`src/rtl/fcc_pkg.sv`:
```
package fcc_pkg;

  typedef enum logic [1:0] {
    MODE_ARRAY  = 2'd0,
    MODE_STATUS = 2'd1,
    MODE_IDENT  = 2'd2
  } readMode_e;

  localparam logic [7:0] CMD_ARRAY   = 8'hFF;
  localparam logic [7:0] CMD_STATUS  = 8'h70;
  localparam logic [7:0] CMD_CLEAR   = 8'h50;
  localparam logic [7:0] CMD_IDENT   = 8'h90;
  localparam logic [7:0] CMD_PGM_A   = 8'h40;
  localparam logic [7:0] CMD_PGM_B   = 8'h10;
  localparam logic [7:0] CMD_ERASE   = 8'h20;
  localparam logic [7:0] CMD_CONFIRM = 8'hD0;
  localparam logic [7:0] CMD_SUSPEND = 8'hB0;

  localparam int BIT_READY   = 7;
  localparam int BIT_SUSPEND = 6;
  localparam int BIT_ERS_ERR = 5;
  localparam int BIT_PGM_ERR = 4;

  typedef struct packed {
    logic startPgm;
    logic startErase;
    logic setSeqErr;
    logic clrErr;
    logic setSusp;
    logic clrSusp;
  } ctrlStrobe_t;

endpackage

```
`src/rtl/fcc_ctrl.sv`:
```
module fcc_ctrl
  import fcc_pkg::*;
(
  input  logic        clk,
  input  logic        rstN,
  input  logic        wrEn,
  input  logic [7:0]  cmd,
  input  logic        engDone,
  output ctrlStrobe_t strobe,
  output readMode_e   mode
);

  typedef enum logic [2:0] {
    ST_IDLE,
    ST_PGM_SETUP,
    ST_ERASE_SETUP,
    ST_BUSY_PGM,
    ST_BUSY_ERASE,
    ST_SUSPENDED
  } ctrlState_e;

  ctrlState_e state, stateNext;
  readMode_e  modeNext;

  always_comb begin
    stateNext = state;
    modeNext  = mode;
    strobe    = '0;
    unique case (state)
      ST_IDLE: begin
        if (wrEn) begin
          unique case (cmd)
            CMD_ARRAY:  modeNext = MODE_ARRAY;
            CMD_STATUS: modeNext = MODE_STATUS;
            CMD_IDENT:  modeNext = MODE_IDENT;
            CMD_CLEAR:  strobe.clrErr = 1'b1;
            CMD_PGM_A,
            CMD_PGM_B:  stateNext = ST_PGM_SETUP;
            CMD_ERASE:  stateNext = ST_ERASE_SETUP;
            default: ;
          endcase
        end
      end
      ST_PGM_SETUP: begin
        if (wrEn) begin
          strobe.startPgm = 1'b1;
          modeNext        = MODE_STATUS;
          stateNext       = ST_BUSY_PGM;
        end
      end
      ST_ERASE_SETUP: begin
        if (wrEn) begin
          if (cmd == CMD_CONFIRM) begin
            strobe.startErase = 1'b1;
            modeNext          = MODE_STATUS;
            stateNext         = ST_BUSY_ERASE;
          end else begin
            strobe.setSeqErr = 1'b1;
            modeNext         = MODE_ARRAY;
            stateNext        = ST_IDLE;
          end
        end
      end
      ST_BUSY_PGM: begin
        if (engDone) stateNext = ST_IDLE;
      end
      ST_BUSY_ERASE: begin
        if (engDone) begin
          stateNext = ST_IDLE;
        end else if (wrEn && cmd == CMD_SUSPEND) begin
          strobe.setSusp = 1'b1;
          stateNext      = ST_SUSPENDED;
        end
      end
      ST_SUSPENDED: begin
        if (wrEn && cmd == CMD_CONFIRM) begin
          strobe.clrSusp = 1'b1;
          stateNext      = ST_BUSY_ERASE;
        end
      end
      default: stateNext = ST_IDLE;
    endcase
  end

  always_ff @(posedge clk or negedge rstN) begin
    if (!rstN) begin
      state <= ST_IDLE;
      mode  <= MODE_ARRAY;
    end else begin
      state <= stateNext;
      mode  <= modeNext;
    end
  end

endmodule

```
`src/rtl/fcc_datapath.sv`:
```
module fcc_datapath
  import fcc_pkg::*;
#(
  parameter int ADDR_W       = 17,
  parameter int PGM_CYCLES   = 6,
  parameter int ERASE_CYCLES = 16
) (
  input  logic              clk,
  input  logic              rstN,
  input  ctrlStrobe_t       strobe,
  input  logic [ADDR_W-1:0] wrAddr,
  input  logic [7:0]        wrByte,
  output logic              engDone,
  output logic [7:0]        statusByte,
  output logic              pgmReq,
  output logic              eraseReq,
  output logic [ADDR_W-1:0] reqAddr,
  output logic [7:0]        reqData,
  output logic              opDone
);

  localparam int MAX_CYCLES = (PGM_CYCLES > ERASE_CYCLES) ? PGM_CYCLES : ERASE_CYCLES;
  localparam int CNT_W      = $clog2(MAX_CYCLES + 1);
  localparam logic [CNT_W-1:0] PGM_LOAD   = CNT_W'(PGM_CYCLES);
  localparam logic [CNT_W-1:0] ERASE_LOAD = CNT_W'(ERASE_CYCLES);

  logic [CNT_W-1:0] remain;
  logic             running;
  logic             ready, suspended, ersErr, pgmErr;

  assign engDone    = running && !suspended && (remain == CNT_W'(1));
  assign statusByte = {ready, suspended, ersErr, pgmErr, 4'b0000};

  always_ff @(posedge clk or negedge rstN) begin
    if (!rstN) begin
      remain    <= '0;
      running   <= 1'b0;
      ready     <= 1'b1;
      suspended <= 1'b0;
      ersErr    <= 1'b0;
      pgmErr    <= 1'b0;
      pgmReq    <= 1'b0;
      eraseReq  <= 1'b0;
      opDone    <= 1'b0;
      reqAddr   <= '0;
      reqData   <= '0;
    end else begin
      pgmReq   <= strobe.startPgm;
      eraseReq <= strobe.startErase;
      opDone   <= engDone;
      if (strobe.startPgm || strobe.startErase) begin
        reqAddr <= wrAddr;
        reqData <= wrByte;
        running <= 1'b1;
        ready   <= 1'b0;
        remain  <= strobe.startPgm ? PGM_LOAD : ERASE_LOAD;
      end else if (engDone) begin
        running <= 1'b0;
        ready   <= 1'b1;
        remain  <= '0;
      end else if (running && !suspended) begin
        remain <= remain - CNT_W'(1);
      end
      if (strobe.setSusp) suspended <= 1'b1;
      else if (strobe.clrSusp) suspended <= 1'b0;
      if (strobe.clrErr) begin
        ersErr <= 1'b0;
        pgmErr <= 1'b0;
      end else if (strobe.setSeqErr) begin
        ersErr <= 1'b1;
        pgmErr <= 1'b1;
      end
    end
  end

endmodule

```
`src/rtl/flash_cmd_ctrl.sv`:
```
module flash_cmd_ctrl
  import fcc_pkg::*;
#(
  parameter int ADDR_W       = 17,
  parameter int PGM_CYCLES   = 6,
  parameter int ERASE_CYCLES = 16
) (
  input  logic              clk,
  input  logic              rstN,
  input  logic              wrEn,
  input  logic [ADDR_W-1:0] wrAddr,
  input  logic [15:0]       wrData,
  output logic [1:0]        readMode,
  output logic [7:0]        statusByte,
  output logic              pgmReq,
  output logic              eraseReq,
  output logic [ADDR_W-1:0] reqAddr,
  output logic [7:0]        reqData,
  output logic              opDone
);

  ctrlStrobe_t strobe;
  readMode_e   mode;
  logic        engDone;

  fcc_ctrl ctrl_i (
    .clk     (clk),
    .rstN    (rstN),
    .wrEn    (wrEn),
    .cmd     (wrData[7:0]),
    .engDone (engDone),
    .strobe  (strobe),
    .mode    (mode)
  );

  fcc_datapath #(
    .ADDR_W       (ADDR_W),
    .PGM_CYCLES   (PGM_CYCLES),
    .ERASE_CYCLES (ERASE_CYCLES)
  ) dp_i (
    .clk        (clk),
    .rstN       (rstN),
    .strobe     (strobe),
    .wrAddr     (wrAddr),
    .wrByte     (wrData[7:0]),
    .engDone    (engDone),
    .statusByte (statusByte),
    .pgmReq     (pgmReq),
    .eraseReq   (eraseReq),
    .reqAddr    (reqAddr),
    .reqData    (reqData),
    .opDone     (opDone)
  );

  assign readMode = mode;

endmodule

```
`config.mk`:
```
export PLATFORM = sky130hd
export DESIGN_NAME = flash_cmd_ctrl
export DESIGN_NICKNAME = d
export VERILOG_FILES = /design/src/rtl/fcc_pkg.sv /design/src/rtl/fcc_ctrl.sv /design/src/rtl/fcc_datapath.sv /design/src/rtl/flash_cmd_ctrl.sv
export SDC_FILE = /design/constraint.sdc
export NUM_CORES = 1
export LEC_CHECK = 0
export ABC_CLOCK_PERIOD_IN_PS = 5940
export BUFFER_PORTS_ARGS = -buffer_cell sky130_fd_sc_hd__buf_2
export CAP_MARGIN = 10
export CORE_MARGIN = 4
export CORE_UTILIZATION = 49
export DETAILED_ROUTE_END_ITERATION = 8
export HOLD_SLACK_MARGIN = 0.15
export PLACE_DENSITY = 0.77
export REMOVE_ABC_BUFFERS = 1
export SYNTH_ARGS = -nofsm -noshare
export SYNTH_HDL_FRONTEND = slang
export SYNTH_SLANG_ARGS = --single-unit
export TNS_END_PERCENT = 50
```
`constraint.sdc`:
```
create_clock -name clk -period 5.94 [get_ports clk]
set_clock_uncertainty 0.05 [all_clocks]
set_input_delay 0 -clock clk [delete_from_list [all_inputs] [get_ports clk]]
set_output_delay 0 -clock clk [all_outputs]
set_load 0.05 [all_outputs]
```
==> results of run 1 <==
==> stage by stage <==
step                setup WS, ps  cell area (sq um)  std cells  utilization (%)  hold slack, ps
floorplan                   3160               1920        168                -            -346
global placement            3310               2290        278             60.3             133
detailed placement          3300               2290        278             60.3             130
CTS                         3060               2660        314             70.0             343
global route                2880               2660        314             70.0             403
finish                      3050               2660        315             70.1             303
==> worst reg2reg max path, cell delays in order, from the launching register on <==
cell      delay [ps]
dfrtp_1          480
nand2b_1         210
nor3_1           220
nor2_1           100
nor2_2           520
buf_4            370
mux2_2           370
==> placed cells by master (no fill, tap or decap), types with 2 or more instances in the layout <==
master         synthesis  final
or4_1                  2      2
conb_1                 1      4
nand2_1                9      9
a21oi_1                7      7
nand3_1                5      5
ha_1                   2      2
nand2b_1               5      5
nor2b_1                7      7
nor3_1                 8      8
o21bai_1               2      2
buf_2                  4     61
mux2_1                 5      5
a31oi_1                3      3
dlygate4sd3_1          0     28
mux2_2                23     23
clkbuf_8               0      5
nor2_1                14     13
o21ai_0                8      8
inv_1                  5      5
dfrtp_1               41     41
nor3b_1                2      2
==> registers in the layout, indices dropped and copies added, names as in the netlist <==
name            cells
dp_i.eraseReq       1
dp_i.running        1
ctrl_i.state        3
dp_i.ready          1
dp_i.reqData        8
dp_i.pgmReq         1
dp_i.suspended      1
dp_i.opDone         1
dp_i.remain         5
dp_i.ersErr         1
dp_i.reqAddr       17
ctrl_i.mode         2
==> kinds of logic (layout without fill, tap and decap cells) <==
kind of cell | count (synthesis) | after routing | share of synthesized area (%)
AO/OA/AOI/OAI | 27 | 27 | 8.38
XOR/XNOR | 1 | 1 | 0.438
adder cells (fa/ha/maj) | 2 | 2 | 1.25
AND/OR/NAND/NOR | 58 | 58 | 15.2
other | 1 | 5 | 0.187
flip-flops | 42 | 42 | 52.6
buffers and inverters | 21 | 103 | 5.69
multiplexers | 29 | 29 | 16.3
==> final timing paths <==
| check | cells after the start | endpoint | from |
|---|---|---|---|
| setup / recovery | 8 | dp_i.reqAddr[9] | wrData[1] |
| hold / removal | 2 | dp_i.remain[2] | rstN |
| setup reg to reg | 6 | dp_i.reqAddr[9] | ctrl_i.state[0] |
| hold reg to reg | 1 | dp_i.reqAddr[14] | dp_i.reqAddr[14] |
| max in group asynchronous | 2 | dp_i.reqAddr[1] | rstN |
| min in group clk | 3 | dp_i.reqAddr[14] | wrAddr[14] |
==> timing repair <==
item / CTS / global route
hold buffers: 28 / 0
hold endpoints to repair: 71 / 0
endpoints found under the setup margin: 0 / 0
==> metal layers <==
layer	routed length, microns	GRT usage, %	vias up
li1	-	-	791
met1	1900	23.3	768
met2	2240	31.2	62
met3	335	6.37	8
met4	71	6.68	0
met5	0	0	-
==> area by class of cell <==
type	instances	area [sq um]
Timing Repair Buffer	90	593
Clock inverter	2	13.8
Multi-Input combinational cell	121	848
Sequential cell	42	1050
Antenna cell	1	2.50
Clock buffer	6	72.6
Inverter	5	18.8
Tap cell	48	60.1
Fill cell	286	1140
==> power groups by stage <==
stage / Clock (W) / Combinational (W) / Sequential (W)
3_3_place_gp: 0 / 0.000789 / 0.000492
4_1_cts: 0.000183 / 0.000820 / 0.000496
6_report: 0.000181 / 0.000814 / 0.000494
2_1_floorplan: 0 / 0.000256 / 0.000854
3_5_place_dp: 0 / 0.000802 / 0.000501
5_1_grt: 0.000198 / 0.000874 / 0.000513
==> impl_metrics.csv, run 1 <==
group,metric,value,unit
floorplan,io_pins,74,
logic_synthesis,yosysMostFrequentCell,"dfrtp_1",
cts,numCtsBuffers,5,
place,io_buffers,61,
logic_synthesis,synthCells,181,
setup_path,crit_family,"simple AND/OR/NAND/NOR gates",
place,dp_hpwl,3040,microns
setup_path,slowest_stage,"or4_1",
floorplan,coreArea,3800,sq um
power,power_switching,0.000742,W
global_route,gr-total-overflow,0,
detailed_routing,wl_per_cell,14.4,microns
hold_path,min_path_type,"in -> async",
cells_and_area,area_growth,33.0,%
logic_synthesis,synth-edff-count,0,
global_route,grt_max_degree,43,
global_route,antenna_found_initial,0,
detailed_routing,drc,0,
setup_path,end_kind,"flip-flop",
setup_path,cp_cell_sequence,"dlygate4sd3_1, buf_2, or4_1, nor3_1, nor2_1, nor2_2, buf_4, mux2_2",
power,p_int,0.000747,W
power,power_density,559,nW/um^2
place,place_congestion,0.851,
sta,drv_slew,0,
detailed_routing,drtIter0Drc,56,
sta,fin_setup_tns,0,ps
logic_synthesis,synth_top_area_share,51.3,%
power,peakVddDrop,0.417,mV
cells_and_area,drive_above_1_share,36.8,%
logic_synthesis,synthTopCellsByCount,"dfrtp_1, mux2_2, nor2_1",
job,max_cap_viol_count,0,
global_route,grt_usage,19.0,%
floorplan,num_rows,22,
setup_path,cp.required,6070,ps
cts,h-tree-depth,2,
setup_path,cpPeakStageDelay,660,ps
floorplan,die_w,71.9,microns
sta,fin_crit,2890,ps
power,p_clk_share,12.2,%
setup_path,critPathArrivalTime,3010,ps
cts,clk_root_buffer_cell,"clkbuf_8",
power,comb_power_share,54.7,%
setup_path,cp-start-kind,"primary input",
power,finalPower,0.00149,W
power,switching_share,49.9,%
setup_path,worstSetupPathType,"in -> reg",
setup_path,crit_fanout,18,
detailed_routing,routed_wl,4540,microns
setup_path,worst-path-buf-inv,3,
cts,cts.sinks,42,
setup_path,reg2reg_slack,3500,ps
detailed_routing,vias,1629,
logic_synthesis,synth_area_leaders,"dfrtp_1, mux2_2, buf_4, mux2_1, nor2_1",
logic_synthesis,syn_avg_cell_area,11.1,sq um
floorplan,die_h,71.9,microns
run_status,status,"completed",
detailed_routing,antenna_left,0,
cts,clock_latency,290,ps
global_route,grt_pass1_vias,1658,
logic_synthesis,ys_seq_area_share,52.6,%
global_route,grt_pass1_wl,7610,microns
cts,cts.repair.resized,0,
detailed_routing,viasPerCell,5.17,
detailed_routing,firstDrtPassIters,4,
logic_synthesis,synth_seq_cells,42,
logic_synthesis,synth_ff_type,"dfrtp_1",
cts,cts_buffer_depth,2,
logic_synthesis,synthArstFlopShare,100,%
power,p_seq_share,33.2,%
logic_synthesis,netlist_area,2000,sq um
sta,rsz0062_at_grt,"no",
cells_and_area,nets,303,
sta,min_period_over_period,48.6,%
floorplan,die-area,5170,sq um
cts,post-cts-setup-buffers,0,
sta,max_freq,347,MHz
cts,cts_tree,"built",
logic_synthesis,yosys.cell_types.count,37,
sta,worst_slew_pin_slew,882,ps
floorplan,start_util,52.7,%
logic_synthesis,yosys_warnings,0,
sta,setup_viol,0,
power,p_leak,1.23,nW
sta,hold_violations,0,
cts,path_clk_slew,80,ps
sta,relSlewSlack,41.2,%
logic_synthesis,yosysTopAreaCell,"dfrtp_1",
No activity file was read; power rests on OpenSTA's default activity.
==> run 2: changes to the inputs <==
--- a/config.mk
+++ b/config.mk
@@ -5,14 +5,15 @@
 export SDC_FILE = /design/constraint.sdc
 export NUM_CORES = 1
 export LEC_CHECK = 0
-export ABC_CLOCK_PERIOD_IN_PS = 5940
+export ABC_AREA = 1
+export ABC_CLOCK_PERIOD_IN_PS = 2600
 export BUFFER_PORTS_ARGS = -buffer_cell sky130_fd_sc_hd__buf_2
 export CAP_MARGIN = 10
 export CORE_MARGIN = 4
-export CORE_UTILIZATION = 49
+export CORE_UTILIZATION = 45
 export DETAILED_ROUTE_END_ITERATION = 8
 export HOLD_SLACK_MARGIN = 0.15
-export PLACE_DENSITY = 0.77
+export PLACE_DENSITY = 0.73
 export REMOVE_ABC_BUFFERS = 1
 export SYNTH_ARGS = -nofsm -noshare
 export SYNTH_HDL_FRONTEND = slang
==> constraint.sdc (replaced) <==
create_clock -name clk -period 2.6 [get_ports clk]
set_clock_uncertainty 0.05 [all_clocks]
set_input_delay 0 -clock clk [delete_from_list [all_inputs] [get_ports clk]]
set_output_delay 0 -clock clk [all_outputs]
set_load 0.05 [all_outputs]
==> run 2 against run 1 <==
Effect of this change:
- combinational power up 120%
- hold slack better by 39 ps
- flip-flop and latch count unchanged
- wire length rose by 16%
- global-route usage shrank 0.41 points
- count of clock-buffer cells in the layout unchanged
- die area increased by 18%
- critical endpoint is now dp_i.reqAddr[1]
- largest cell class unchanged
==> impl_metrics.csv, run 2 <==
group,metric,value,unit
cts,clock_latency,290,ps
power,p_leak,1.60,nW
power,finalPower,0.00327,W
cts,path_clk_slew,80,ps
setup_path,cp.required,2790,ps
logic_synthesis,synth_seq_cells,42,
place,io_buffers,61,
global_route,grt_usage,18.6,%
global_route,grt_max_degree,43,
global_route,grt_pass1_wl,9100,microns
floorplan,die_w,78.1,microns
floorplan,coreArea,4720,sq um
sta,fin_hold_ws,342,ps
global_route,antenna_found_initial,0,
setup_path,crit_fanout,22,
detailed_routing,wl_per_cell,11.8,microns
logic_synthesis,netlist_area,2210,sq um
logic_synthesis,synth_top_area_share,46.5,%
logic_synthesis,yosys.cell_types.count,25,
cts,post-cts-setup-buffers,0,
global_route,grt_pass1_vias,2086,
place,dp_hpwl,3610,microns
cells_and_area,layout_common_cells,"nand2_1, buf_2, dfrtp_1, nor2_1, inv_1",
sta,rsz0062_at_grt,"no",
floorplan,die_h,78.1,microns
logic_synthesis,yosysTopAreaCell,"dfrtp_1",
cells_and_area,largest_register_ff_count,17,
detailed_routing,drtIter0Drc,103,
cells_and_area,drive_above_1_share,21.1,%
sta,fin_crit,1890,ps
detailed_routing,drc,0,
detailed_routing,routed_wl,5260,microns
setup_path,end_kind,"flip-flop",
place,place_congestion,0.833,
sta,hold_violations,0,
cells_and_area,utilization,60.4,%
cells_and_area,regMostFlops,"dp_i.reqAddr",
cells_and_area,final_common_cell,"nand2_1",
cts,cts_buffer_depth,2,
cts,cts_tree,"built",
global_route,gr-total-overflow,0,
sta,min_period_over_period,72.8,%
setup_path,worstSetupPathType,"in -> reg",
logic_synthesis,synth-edff-count,0,
floorplan,io_pins,74,
cells_and_area,area_growth,29.2,%
sta,drv_slew,0,
cells_and_area,diodes,0,
logic_synthesis,yosysMostFrequentCell,"nand2_1",
cts,h-tree-depth,2,
place,place_inst,411,
power,peakVddDrop,0.638,mV
power,power_density,1150,nW/um^2
cts,cts.sinks,42,
cts,numCtsBuffers,5,
cts,clk_root_buffer_cell,"clkbuf_8",
cells_and_area,stdcell_count,446,
floorplan,die-area,6090,sq um
setup_path,critPathArrivalTime,2080,ps
detailed_routing,viasPerCell,4.72,
detailed_routing,antenna_left,0,
job,max_cap_viol_count,0,
floorplan,num_rows,25,
detailed_routing,firstDrtPassIters,4,
sta,setup_viol,0,
logic_synthesis,synth_ff_type,"dfrtp_1",
cells_and_area,top_regs,"dp_i.reqAddr: 17 flops, dp_i.reqData: 8 flops, dp_i.remain: 5 flops",
logic_synthesis,syn_avg_cell_area,7.54,sq um
run_status,status,"completed",
floorplan,start_util,46.8,%
cells_and_area,nets,416,
logic_synthesis,ys_seq_area_share,47.6,%
logic_synthesis,yosys_warnings,0,
sta,fin_setup_tns,0,ps
hold_path,min_path_type,"in -> async",
detailed_routing,vias,2103,
logic_synthesis,synthCells,293,
setup_path,cp-start-kind,"primary input",
logic_synthesis,synth_area_leaders,"dfrtp_1, nand2_1, nor2_1, inv_1, nand3_1",
logic_synthesis,synthTopCellsByCount,"nand2_1, dfrtp_1, nor2_1",
sta,worst_slew_pin_slew,918,ps
logic_synthesis,synthArstFlopShare,100,%
sta,relSlewSlack,38.8,%
sta,max_freq,528,MHz
run 2: layout make-up:
| class | instances | area [sq um] |
|---|---|---|
| fill | 415 | 1870 |
| sequential | 42 | 1050 |
| multi-input combinational | 209 | 931 |
| timing repair buffer | 89 | 583 |
| inverter | 31 | 116 |
| tap | 67 | 83.8 |
| clock buffer | 6 | 72.6 |
| clock inverter | 2 | 13.8 |
run 2: final timing paths:
check                               start          endpoint  slack, ps  cells after the start
max in group asynchronous            rstN    dp_i.remain[1]       1580                      2
hold reg to reg            ctrl_i.mode[1]    ctrl_i.mode[1]        420                      2
min in group clk               wrAddr[13]  dp_i.reqAddr[13]        390                      4
setup reg to reg           dp_i.remain[1]   ctrl_i.state[0]        840                      9
hold / removal                       rstN   dp_i.reqAddr[8]        340                      2
setup / recovery                wrData[1]   dp_i.reqAddr[1]        710                     11
run 2: per-stage QoR:
| stage | setup slack, ps | instance area (sq um) |
|---|---|---|
| 3_5_place_dp | 854 | 2500 |
| 6_report | 707 | 2850 |
| 2_1_floorplan | 918 | 2100 |
| 5_1_grt | 521 | 2850 |
| 4_1_cts | 706 | 2850 |
| 3_3_place_gp | 858 | 2500 |
run 2: report_power, final:
group	internal (W)	switching [W]	leakage, nW
combinational	0.000461	0.00133	1.03
clock	0.000190	0.000226	0.0452
sequential	0.000918	0.000151	0.524
run 2: layer usage:
metal	wire length, microns	global-route usage (%)	vias to the layer above	part of all wire (%)
met1	2260	22.0	973	43
li1	-	-	1059	-
met3	225	3.56	15	4.3
met2	2610	32.7	56	50
met4	164	7.87	0	3.1
met5	0	0	-	0
run 2: repair_timing:
item,CTS,global route
hold buffers,27,0
setup endpoints to repair,0,0
gates resized for setup,0,0
endpoints found under the hold margin,71,0
run 2: cell families (layout without fill, tap and decap cells):
logic type | after synthesis | after routing | share of synthesized area [%]
AO/OA/AOI/OAI | 16 | 16 | 4.25
XOR/XNOR | 3 | 3 | 1.19
adder cells (fa/ha/maj) | 2 | 2 | 1.13
buffers and inverters | 45 | 128 | 10.7
flip-flops | 42 | 42 | 47.6
other | 1 | 4 | 0.170
AND/OR/NAND/NOR | 184 | 184 | 34.9
run 2: critical path, cell delays in order:
cell	delay (ps)
dlygate4sd3_1	540
buf_2	140
nor2_1	140
nand2_1	180
nor2_4	180
nand2_2	70
nand2_2	80
nand2_2	200
inv_2	360
nand2_1	100
nand2_1	80
